==> src/rtl/ctl_ep_pkg.sv <==
package ctl_ep_pkg;
  typedef enum logic [2:0] {
    ST_SETUP   = 3'd1,
    ST_IN      = 3'd2,
    ST_OUT     = 3'd3,
    ST_IN_DONE = 3'd4,
    ST_HALT    = 3'd5
  } ep_stage_e;
endpackage

==> src/rtl/ctl_ep_bytecnt.sv <==
module ctl_ep_bytecnt #(
  parameter int LEN_W = 16,
  parameter int MAXP  = 64,
  localparam int PKT_W = $clog2(MAXP) + 1
) (
  input  logic             clk,
  input  logic             rst_n,
  input  logic             load,
  input  logic [LEN_W-1:0] req_len,
  input  logic             acc,
  input  logic [PKT_W-1:0] pkt_bytes,
  output logic             last
);
  logic [LEN_W-1:0] req_q;
  logic [LEN_W:0]   cnt_q, cnt_d, sum;

  assign sum  = cnt_q + {{(LEN_W+1-PKT_W){1'b0}}, pkt_bytes};
  assign last = (sum >= {1'b0, req_q}) || (pkt_bytes < PKT_W'(MAXP));

  always_comb begin
    cnt_d = cnt_q;
    if (load)     cnt_d = '0;
    else if (acc) cnt_d = sum;
  end

  always_ff @(posedge clk or negedge rst_n) begin
    if (!rst_n) begin
      cnt_q <= '0;
      req_q <= '0;
    end else begin
      cnt_q <= cnt_d;
      if (load) req_q <= req_len;
    end
  end
endmodule

==> src/rtl/ctl_ep_respbuf.sv <==
module ctl_ep_respbuf #(
  parameter int DEPTH = 6,
  parameter int AW    = 3
) (
  input  logic          clk,
  input  logic          rst_n,
  input  logic          we,
  input  logic [AW-1:0] addr,
  input  logic [7:0]    wdata,
  output logic [7:0]    rdata
);
  logic [7:0] mem_q [DEPTH];
  logic       hit;

  assign hit   = (32'(addr) < DEPTH);
  assign rdata = hit ? mem_q[addr] : 8'h00;

  for (genvar i = 0; i < DEPTH; i++) begin : g_byte
    logic wen;
    assign wen = we && (32'(addr) == i);
    always_ff @(posedge clk or negedge rst_n) begin
      if (!rst_n)   mem_q[i] <= 8'h00;
      else if (wen) mem_q[i] <= wdata;
    end
  end

  assert_rb_oob_R10: assert property (@(posedge clk) disable iff (!rst_n)
    !hit |-> rdata == 8'h00);
endmodule

==> src/rtl/ctl_ep_fsm.sv <==
module ctl_ep_fsm
  import ctl_ep_pkg::*;
#(
  parameter int LEN_W = 16
) (
  input  logic             clk,
  input  logic             rst_n,
  input  logic             setup_evt,
  input  logic [LEN_W-1:0] setup_len,
  input  logic             setup_dir_in,
  input  logic             setup_defer,
  input  logic             pkt_tx,
  input  logic             pkt_rx,
  input  logic             xfer_done,
  input  logic             stall_req,
  input  logic             status_release,
  input  logic             last,
  output logic             acc,
  output ep_stage_e        stage,
  output logic             status_go
);
  ep_stage_e st_q, st_d;
  logic pend_q, pend_d, defer_q, defer_d, go_q, go_d;

  assign acc = !setup_evt && !stall_req &&
               ((pkt_tx && st_q == ST_IN) || (pkt_rx && st_q == ST_OUT));

  always_comb begin
    st_d    = st_q;
    pend_d  = pend_q;
    defer_d = defer_q;
    go_d    = 1'b0;
    if (setup_evt) begin
      defer_d = setup_defer;
      pend_d  = 1'b0;
      if (setup_len == '0) begin
        st_d = ST_SETUP;
        if (setup_defer) pend_d = 1'b1;
        else             go_d   = 1'b1;
      end else begin
        st_d = setup_dir_in ? ST_IN : ST_OUT;
      end
    end else if (stall_req) begin
      st_d   = ST_HALT;
      pend_d = 1'b0;
    end else begin
      case (st_q)
        ST_IN:      if (pkt_tx && last) st_d = ST_IN_DONE;
        ST_IN_DONE: if (xfer_done) st_d = ST_SETUP;
        ST_OUT: if (pkt_rx && last) begin
          st_d = ST_SETUP;
          if (defer_q) pend_d = 1'b1;
          else         go_d   = 1'b1;
        end
        ST_SETUP: if (status_release && pend_q) begin
          go_d   = 1'b1;
          pend_d = 1'b0;
        end
        default: ;
      endcase
    end
  end

  always_ff @(posedge clk or negedge rst_n) begin
    if (!rst_n) begin
      st_q    <= ST_SETUP;
      pend_q  <= 1'b0;
      defer_q <= 1'b0;
      go_q    <= 1'b0;
    end else begin
      st_q    <= st_d;
      pend_q  <= pend_d;
      defer_q <= defer_d;
      go_q    <= go_d;
    end
  end

  assign stage     = st_q;
  assign status_go = go_q;

  assert_stage_legal_R1: assert property (@(posedge clk) disable iff (!rst_n)
    stage inside {ST_SETUP, ST_IN, ST_OUT, ST_IN_DONE, ST_HALT});
  assert_in_done_hold_R5: assert property (@(posedge clk) disable iff (!rst_n)
    (stage == ST_IN_DONE && !setup_evt && !stall_req && !xfer_done)
    |=> stage == ST_IN_DONE);
  assert_halt_leaves_R7: assert property (@(posedge clk) disable iff (!rst_n)
    (stage == ST_HALT && setup_evt) |=> stage != ST_HALT);
  assert_defer_hold_R8: assert property (@(posedge clk) disable iff (!rst_n)
    (setup_evt && setup_defer && setup_len == '0) |=> !status_go);
  assert_go_single_R3: assert property (@(posedge clk) disable iff (!rst_n)
    status_go |=> !status_go);
endmodule

==> src/rtl/ctl_ep_seq.sv <==
module ctl_ep_seq
  import ctl_ep_pkg::*;
#(
  parameter int LEN_W    = 16,
  parameter int MAXP     = 64,
  parameter int RB_DEPTH = 6,
  localparam int PKT_W   = $clog2(MAXP) + 1,
  localparam int RB_AW   = $clog2(RB_DEPTH + 1)
) (
  input  logic             clk,
  input  logic             rst_n,
  input  logic             setup_evt,
  input  logic [LEN_W-1:0] setup_len,
  input  logic             setup_dir_in,
  input  logic             setup_defer,
  input  logic             pkt_tx,
  input  logic             pkt_rx,
  input  logic [PKT_W-1:0] pkt_bytes,
  input  logic             xfer_done,
  input  logic             stall_req,
  input  logic             status_release,
  input  logic             rb_we,
  input  logic [RB_AW-1:0] rb_addr,
  input  logic [7:0]       rb_wdata,
  output logic [7:0]       rb_rdata,
  output logic [2:0]       stage,
  output logic             stall_hs,
  output logic             status_go
);
  logic      last, acc;
  ep_stage_e st;

  ctl_ep_bytecnt #(.LEN_W(LEN_W), .MAXP(MAXP)) u_cnt (
    .clk(clk), .rst_n(rst_n), .load(setup_evt), .req_len(setup_len),
    .acc(acc), .pkt_bytes(pkt_bytes), .last(last));

  ctl_ep_fsm #(.LEN_W(LEN_W)) u_fsm (
    .clk(clk), .rst_n(rst_n), .setup_evt(setup_evt), .setup_len(setup_len),
    .setup_dir_in(setup_dir_in), .setup_defer(setup_defer),
    .pkt_tx(pkt_tx), .pkt_rx(pkt_rx), .xfer_done(xfer_done),
    .stall_req(stall_req), .status_release(status_release), .last(last),
    .acc(acc), .stage(st), .status_go(status_go));

  ctl_ep_respbuf #(.DEPTH(RB_DEPTH), .AW(RB_AW)) u_rb (
    .clk(clk), .rst_n(rst_n), .we(rb_we), .addr(rb_addr),
    .wdata(rb_wdata), .rdata(rb_rdata));

  assign stage    = st;
  assign stall_hs = (st == ST_HALT);

  assert_halt_entry_R7: assert property (@(posedge clk) disable iff (!rst_n)
    (stall_req && !setup_evt) |=> stall_hs);
endmodule

==> config.mk <==
export PLATFORM = sky130hd
export DESIGN_NAME = ctl_ep_seq
export DESIGN_NICKNAME = d
export VERILOG_FILES = /design/src/rtl/ctl_ep_pkg.sv /design/src/rtl/ctl_ep_bytecnt.sv /design/src/rtl/ctl_ep_respbuf.sv /design/src/rtl/ctl_ep_fsm.sv /design/src/rtl/ctl_ep_seq.sv
export SDC_FILE = /design/constraint.sdc
export NUM_CORES = 1
export LEC_CHECK = 0
export BUFFER_PORTS_ARGS = -buffer_cell sky130_fd_sc_hd__buf_2
export CAP_MARGIN = 20
export CORE_MARGIN = 8
export CORE_UTILIZATION = 50
export CTS_CLUSTER_DIAMETER = 120
export CTS_CLUSTER_SIZE = 10
export DETAILED_ROUTE_END_ITERATION = 10
export PLACE_DENSITY = 0.7
export SYNTH_ARGS = -nofsm -noshare
export SYNTH_HDL_FRONTEND = slang
export SYNTH_HIERARCHICAL = 1
export SYNTH_SLANG_ARGS = --single-unit
export TNS_END_PERCENT = 30
==> constraint.sdc <==
create_clock -name clk -period 6.55 [get_ports clk]
set_clock_uncertainty 0.05 [all_clocks]
set_input_delay 1.31 -clock clk [delete_from_list [all_inputs] [get_ports clk]]
set_output_delay 1.31 -clock clk [all_outputs]
set_load 0.05 [all_outputs]
== Word-level counts from Yosys, hierarchy flattened ==
Cells that the tools add are included.
Widths: inputs -> output; s select.

* Flip-flop bits (word level): 87
* Bits in latches: 0
* RAM bits: 0
* ROM bits: 0
* Input bits: 45
* Output and inout bits: 13
* Logic and storage cells: 87
* Memories: 0

* Add/subtract/negate cells: 1
* $mul: 0
* Divide/modulo/power cells: 0
* $lt $le $gt $ge: 4
* Equal/unequal tests: 15
* Shift-type cells: 0
* Mux-type cells: 30
* Bitwise logic cells: 1
* Reduce and logical (&&, ||, !) cells: 24

{| class="wikitable"
|+ Operators with widths
! cell !! count
|-
| $mux 17 || 2
|-
| $bmux 8 s3 || 1
|-
| $mux 8 || 3
|-
| $mux 3 || 6
|-
| $add 17x7->17 || 1
|-
| $ge 17x16->1 || 1
|-
| $logic_not 16->1 || 1
|-
| $mux 1 || 15
|-
| $logic_and 1x1->1 || 13
|-
| $eq 3x2->1 const B || 4
|-
| $eq 3x3->1 const B || 4
|-
| $ne 4x4->1 const B || 3
|-
| $pmux 3 s3 || 1
|-
| $ne 4x3->1 const B || 2
|-
| $reduce_and 4->1 || 2
|-
| $lt 7x7->1 const B || 1
|-
| $eq 3x1->1 const B || 2
|-
| $reduce_bool 5->1 || 1
|-
| $ge 4x4->1 const B || 1
|-
| $not 3->4 || 1
|-
| $pmux 1 s2 || 2
|-
| $reduce_bool 4->1 || 1
|-
| $logic_not 3->1 || 1
|-
| $lt 3x3->1 const B || 1
|-
| 3 further kinds || 5
|}

== Longest topological paths before layout ==
* Word-level depth: 8
* Mapped depth: 18
* Depth with buffers taken out: 18

== Hierarchy ==
Netlist, hierarchy kept.

{| class="wikitable"
|+ Modules (own cells, without submodules)
! module !! instances !! cells each !! area each (um^2) !! sequential area each (um^2)
|-
| ctl_ep_respbuf || 1 || 154 || 2290.9 || 1201.2
|-
| ctl_ep_bytecnt || 1 || 258 || 2287.2 || 825.8
|-
| ctl_ep_fsm || 1 || 43 || 385.4 || 151.4
|-
| ctl_ep_seq || 1 || 1 || 8.8 || 0.0
|}

== Least setup slack after synthesis ==
OpenSTA, ideal clock, no wires.

* Path kind: input -> register
* Start: input pkt_bytes[0]
* End: register u_fsm.st_q[1] (netlist: u_fsm/stage[1])
* Library setup time: 122 ps
* Arrival: 4150 ps
* Data required time: 6378 ps
* Setup slack: 2228 ps
* Cell stages on the path: 15
* Path buffers: 0
* Cell sequence: ha_1 inv_1 fa_1 nor2b_1 o31ai_2 a21o_1 nor2_1 xor2_1 ha_1 nand4_1 a21oi_1 a211oi_1 o21ai_1 or4b_1 a32o_1

* Cells in the longest elaborated chain, start to end: 6
* Elaborated cells on any way between the ends: 9
* Classes of those cells: add/sub: 1; order compare: 2; eq/ne: 2; reduce/logical: 4

{| class="wikitable"
|+ RTL lines
! element !! line !! text
|-
| start: declaration || ctl_ep_seq.sv:18 || <nowiki>input logic [PKT_W-1:0] pkt_bytes,</nowiki>
|-
| $add 17x7->17 || ctl_ep_bytecnt.sv:17 || <nowiki>assign sum = cnt_q + {{(LEN_W+1-PKT_W){1'b0}}, pkt_bytes};</nowiki>
|-
| $ge 17x16->1 || ctl_ep_bytecnt.sv:18 || <nowiki>assign last = (sum >= {1'b0, req_q}) || (pkt_bytes < PKT_W'(MAXP));</nowiki>
|-
| $logic_or 1x1->1 * || ctl_ep_bytecnt.sv:18 ||
|-
| net last || ctl_ep_seq.sv:30 || <nowiki>logic last, acc;</nowiki>
|-
| $logic_and 1x1->1, on equally long branches || ctl_ep_fsm.sv:48, ctl_ep_fsm.sv:50 ||
|-
| $ne 4x4->1 (no source line) || - ||
|-
| $reduce_and 4->1 (no source line) * || - ||
|-
| end signal: assignment || ctl_ep_fsm.sv:71 || <nowiki>st_q <= st_d;</nowiki>
|-
| end: declaration || ctl_ep_fsm.sv:22 || <nowiki>ep_stage_e st_q, st_d;</nowiki>
|}

The timed path passes the listed nets; every way through them passes the cells marked *.
A chain may end at the register's enable or synchronous reset.

== Final worst setup path ==
Ends and elaborated chain as after synthesis.

==> report_table.html <==
<table>
<tr><th>Metric</th><th>Value</th></tr>
<tr><th colspan="2">Critical path</th></tr>
<tr><td>Chain of cells forming the critical path</td><td>buf_2, ha_1, inv_1, fa_1, nor2b_1, o31ai_2, a21o_1, nor2_1, xor2_1, ha_1, nand4_1, a21oi_1, a211oi_1, o21ai_1, or4b_1, a32o_1</td></tr>
<tr><td>Worst reg2reg path depth</td><td>15</td></tr>
<tr><td>Worst-case register-to-register setup slack</td><td>between 2000 and 3000 ps</td></tr>
<tr><td>Endpoint of the worst-slack reg-to-reg timing path</td><td>u_fsm/stage[1]</td></tr>
<tr><td>CP Class</td><td>in -&gt; reg</td></tr>
<tr><td>Slowest stage cell, crit path</td><td>o31ai_2</td></tr>
<tr><td>Slowest cell delay on critical path</td><td>between 500 and 600 ps</td></tr>
<tr><td>Endpoint kind of the worst setup timing path</td><td>flip-flop</td></tr>
<tr><td>Worst flop-to-flop path startpoint</td><td>u_cnt/cnt_q[0]</td></tr>
<tr><td>Largest fanout on the critical path</td><td>7</td></tr>
<tr><td>Required time worst endpoint</td><td>6750 ps</td></tr>
<tr><td>Crit path capture</td><td>u_fsm/stage[1]</td></tr>
<tr><td>Type of origin of the critical path</td><td>input pin</td></tr>
<tr><td>Worst setup path start</td><td>pkt_bytes[0]</td></tr>
<tr><td>Cell repeated most along the worst path</td><td>ha_1</td></tr>
<tr><td>Worst path arrival time</td><td>4690 ps</td></tr>
<tr><th colspan="2">Route</th></tr>
<tr><td>Routed length on met1</td><td>around 4600 um</td></tr>
<tr><td>Vias</td><td>approximately 3.7k</td></tr>
<tr><td>Routed vias/inst</td><td>about 5.7</td></tr>
<tr><td>Routed wire length on met3</td><td>between 500 and 600 um</td></tr>
<tr><td>Antenna violation net count after detailed routing</td><td>0</td></tr>
<tr><td>Detailed-route wire length per cell</td><td>~17 um</td></tr>
<tr><td>First DRT Iteration DRCs</td><td>264</td></tr>
<tr><td># DRC</td><td>0</td></tr>
<tr><td>Uppermost signal routing layer after detailed routing</td><td>met4</td></tr>
<tr><td>First-pass iteration count of the detailed router</td><td>4</td></tr>
<tr><td>Wire length after detailed routing</td><td>about 11000 um</td></tr>
<tr><td>Met2 wire len</td><td>5550 um</td></tr>
<tr><th colspan="2">Placed design</th></tr>
<tr><td>Post-placement setup slack</td><td>1730 ps</td></tr>
<tr><td>Placed Cells</td><td>629</td></tr>
<tr><td>Dpl hpwl</td><td>7940 um</td></tr>
<tr><td>Final GP Congestion</td><td>a little under 0.9</td></tr>
<tr><td>Post-place instance area</td><td>~5300 um^2</td></tr>
<tr><td>Number of port buffers</td><td>between 50 and 60</td></tr>
<tr><th colspan="2">Floorplanning</th></tr>
<tr><td>Starting density of the core</td><td>0.511</td></tr>
<tr><td>Area of the die</td><td>13400 um^2</td></tr>
<tr><td>Die width</td><td>116 um</td></tr>
<tr><td>Area of the core</td><td>9730 um^2</td></tr>
<tr><td>Number of ports placed on the die boundary</td><td>58</td></tr>
<tr><td>Vert. Die Dim</td><td>between 100 and 150 um</td></tr>
<tr><td>Row count</td><td>36</td></tr>
<tr><th colspan="2">STA</th></tr>
<tr><td>Number of pins exceeding their max-slew limit in the final report</td><td>0</td></tr>
<tr><td>Max-Slew Margin vs Limit</td><td>0.375</td></tr>
<tr><td>Minimum clock period after layout</td><td>approximately 4500 ps</td></tr>
<tr><td>Tcrit/Tclk final</td><td>0.684</td></tr>
<tr><td>Max Fclk</td><td>223 MHz</td></tr>
<tr><td>Final worst slack</td><td>a little over 2000 ps</td></tr>
<tr><td>Setup violators final</td><td>0</td></tr>
<tr><td>Actual slew at the worst max-slew pin</td><td>around 940 ps</td></tr>
<tr><td>Setup_tns</td><td>0 ps</td></tr>
<tr><td>Hold Slack</td><td>between 400 and 500 ps</td></tr>
<tr><td>Hold Fails Final Rpt</td><td>0</td></tr>
<tr><td>Setup repair after global routing missed its margin</td><td>no</td></tr>
<tr><th colspan="2">Layout</th></tr>
<tr><td># nets final</td><td>roughly 580</td></tr>
<tr><td>Antenna diode count</td><td>0</td></tr>
<tr><td>Final non-filler cell total</td><td>645</td></tr>
<tr><td>Area of all placed cells without fillers</td><td>between 5000 and 6000 um^2</td></tr>
<tr><td>Synthesis-to-finish area growth</td><td>12.1%</td></tr>
<tr><td>Proportion of layout cells with a drive suffix above 1</td><td>0.271</td></tr>
<tr><th colspan="2">Clocking</th></tr>
<tr><td>Maximum count of clock buffers along a single path</td><td>2</td></tr>
<tr><td>Clock latency on the worst-skew pair</td><td>between 300 and 400 ps</td></tr>
<tr><td>Number of sinks on the clock net</td><td>87</td></tr>
<tr><td>Number of buffers inserted by post-CTS setup repair</td><td>0</td></tr>
<tr><td>Clock root buffer</td><td>clkbuf_8</td></tr>
<tr><td>Number of buffers created by CTS</td><td>9</td></tr>
<tr><td>Total number of H-tree levels</td><td>3</td></tr>
<tr><td>Number of buffers added to fix hold violations after cts</td><td>0</td></tr>
<tr><td>Number of cells upsized or downsized after cts</td><td>0</td></tr>
<tr><td>TritonCTS clock tree</td><td>done</td></tr>
<tr><td>Clock-pin slew on the worst setup and hold paths</td><td>~90 ps</td></tr>
<tr><th colspan="2">Synth</th></tr>
<tr><td>Share of the synthesized area in the top cell type</td><td>0.433</td></tr>
<tr><td>Most repeated cell in the gate-level netlist after synthesis</td><td>dfrtp_1</td></tr>
<tr><td>Nets in the synthesized netlist</td><td>between 500 and 600</td></tr>
<tr><td>Area contributors post-synth</td><td>dfrtp_1 43%, mux2_2 9.3%, mux2i_1 6.2%</td></tr>
<tr><td>Fraction of synthesis flops using an asynchronous set or reset pin</td><td>1.00</td></tr>
<tr><td>Average instance area after synthesis</td><td>10.9 um^2</td></tr>
<tr><td>Cell count after synthesis</td><td>456</td></tr>
<tr><td>Combined area of all synthesized cells</td><td>4970 um^2</td></tr>
<tr><td>Top cell types by occurrence after synthesis</td><td>86 x dfrtp_1, 41 x mux2_2, 31 x mux2i_1, 29 x nor2_1, 28 x nand2_1</td></tr>
<tr><td>Number of enable flip-flop cells after synthesis</td><td>0</td></tr>
<tr><td>Cell taking the most area after synthesis</td><td>dfrtp_1</td></tr>
<tr><td>Synthesis warning total</td><td>6</td></tr>
<tr><td>Distinct cell type count after synthesis</td><td>63</td></tr>
<tr><td>Proportion of synthesized chip area in sequential cells</td><td>0.438</td></tr>
<tr><td>Main synth FF type</td><td>dfrtp_1</td></tr>
<tr><td>Post-synthesis register bit count</td><td>87</td></tr>
<tr><th colspan="2">Global routing</th></tr>
<tr><td>Global-route usage over all layers</td><td>0.176</td></tr>
<tr><td>Via count of the first global-routing pass</td><td>about 3.8k</td></tr>
<tr><td>Initial antenna violation count</td><td>0</td></tr>
<tr><td>Global-route wire length before repair</td><td>roughly 19000 um</td></tr>
<tr><td>Pin count of the biggest net entering global routing</td><td>62</td></tr>
<tr><td>Grt total ovfl</td><td>0</td></tr>
<tr><th colspan="2">Power</th></tr>
<tr><td>Power density relative to cell area</td><td>about 250 nW/um^2</td></tr>
<tr><td>Leakage power total</td><td>approximately 2.6 nW</td></tr>
<tr><td>IR drop worst, VDD</td><td>128 uV</td></tr>
<tr><th colspan="2">Min path</th></tr>
<tr><td>Type of the worst min-delay path</td><td>reg -&gt; reg</td></tr>
<tr><th colspan="2">Status</th></tr>
<tr><td>Outcome</td><td>complete, no violations</td></tr>
<tr><th colspan="2">Run</th></tr>
<tr><td>Max-cap violation count</td><td>0</td></tr>
</table>
worst min path at each step:
stage,cells after the start,to,slack [ps],startpoint
CTS,1,u_rb/mem_q[47],470,u_rb/mem_q[47]
detailed placement,1,u_rb/mem_q[2],440,u_rb/mem_q[2]
finish,1,u_rb/mem_q[47],460,u_rb/mem_q[47]
global placement,1,u_rb/mem_q[5],440,u_rb/mem_q[5]
global route,1,u_rb/mem_q[7],470,u_rb/mem_q[7]
floorplan,2,u_cnt/cnt_q[6],420,u_cnt/cnt_q[6]
per-stage QoR:
stage          utilization  total power, mW
2_1_floorplan            -            0.864
3_3_place_gp         0.549            0.935
3_5_place_dp         0.549            0.950
4_1_cts              0.573             1.39
5_1_grt              0.573             1.44
6_report             0.573             1.37
power breakdown:
| group | switching [mW] | internal, mW |
|---|---|---|
| clock network | 0.211 | 0.223 |
| logic | 0.155 | 0.126 |
| registers | 0.0401 | 0.615 |
| total | 0.406 | 0.965 |
logic make-up (layout without fill, tap and decap cells):
logic type,count (synthesis),count (layout),synth area share
adder cells (fa/ha/maj),24,24,0.0619
buffers and inverters,42,98,0.0387
XOR/XNOR,22,22,0.0388
AO/OA/AOI/OAI,81,81,0.109
multiplexers,80,80,0.179
AND/OR/NAND/NOR,120,120,0.134
flip-flops,87,87,0.438
critical path, delay by kind of cell:
kind / cells / cell delay (ps)
AO/OA/AOI/OAI: 6 / 1570
AND/OR/NAND/NOR: 4 / 780
adder cells (fa/ha/maj): 3 / 720
buffers and inverters: 2 / 170
XOR/XNOR: 1 / 140
placed cells by master, fill, tap and decap left out, drive strengths merged, types with 2 or more instances in the layout:
| cell | instances |
|---|---|
| a211oi | 6 |
| a21o | 5 |
| a21oi | 13 |
| and3 | 3 |
| buf | 59 |
| bufinv | 2 |
| clkbuf | 9 |
| dfrtp | 86 |
| ha | 23 |
| inv | 27 |
| mux2 | 49 |
| mux2i | 31 |
| nand2 | 28 |
| nand2b | 9 |
| nand3 | 8 |
| nand4 | 8 |
| nand4b | 2 |
| nor2 | 30 |
| nor2b | 3 |
| nor3 | 3 |
| nor4 | 6 |
| o2111ai | 2 |
| o211ai | 5 |
| o21a | 6 |
| o21ai | 26 |
| o221ai | 9 |
| o31a | 2 |
| or2 | 2 |
| or3 | 9 |
| xnor2 | 14 |
| xor2 | 8 |
cell type report:
type | instances | area (um^2)
fillers | 868 | 4160
multi-input cells | 327 | 2610
flip-flops and latches | 87 | 2180
repair buffers | 59 | 303
well taps | 133 | 166
clock buffers | 9 | 124
clock inverters | 7 | 109
inverters | 23 | 86.3
layer usage:
metal | up-vias | GRT usage
li1 | 1741 | -
met1 | 1785 | 0.209
met2 | 100 | 0.303
met3 | 30 | 0.0370
met4 | 0 | 0.0761
met5 | - | 0
state kept, by name (all words and copies together), names as in the netlist:
register         cells
u_cnt/cnt_q         17
u_cnt/req_q         16
u_fsm/defer_q        1
u_fsm/pend_q         1
u_fsm/stage          3
u_fsm/status_go      1
u_rb/mem_q          48
No activity file was read; power rests on OpenSTA's default activity.
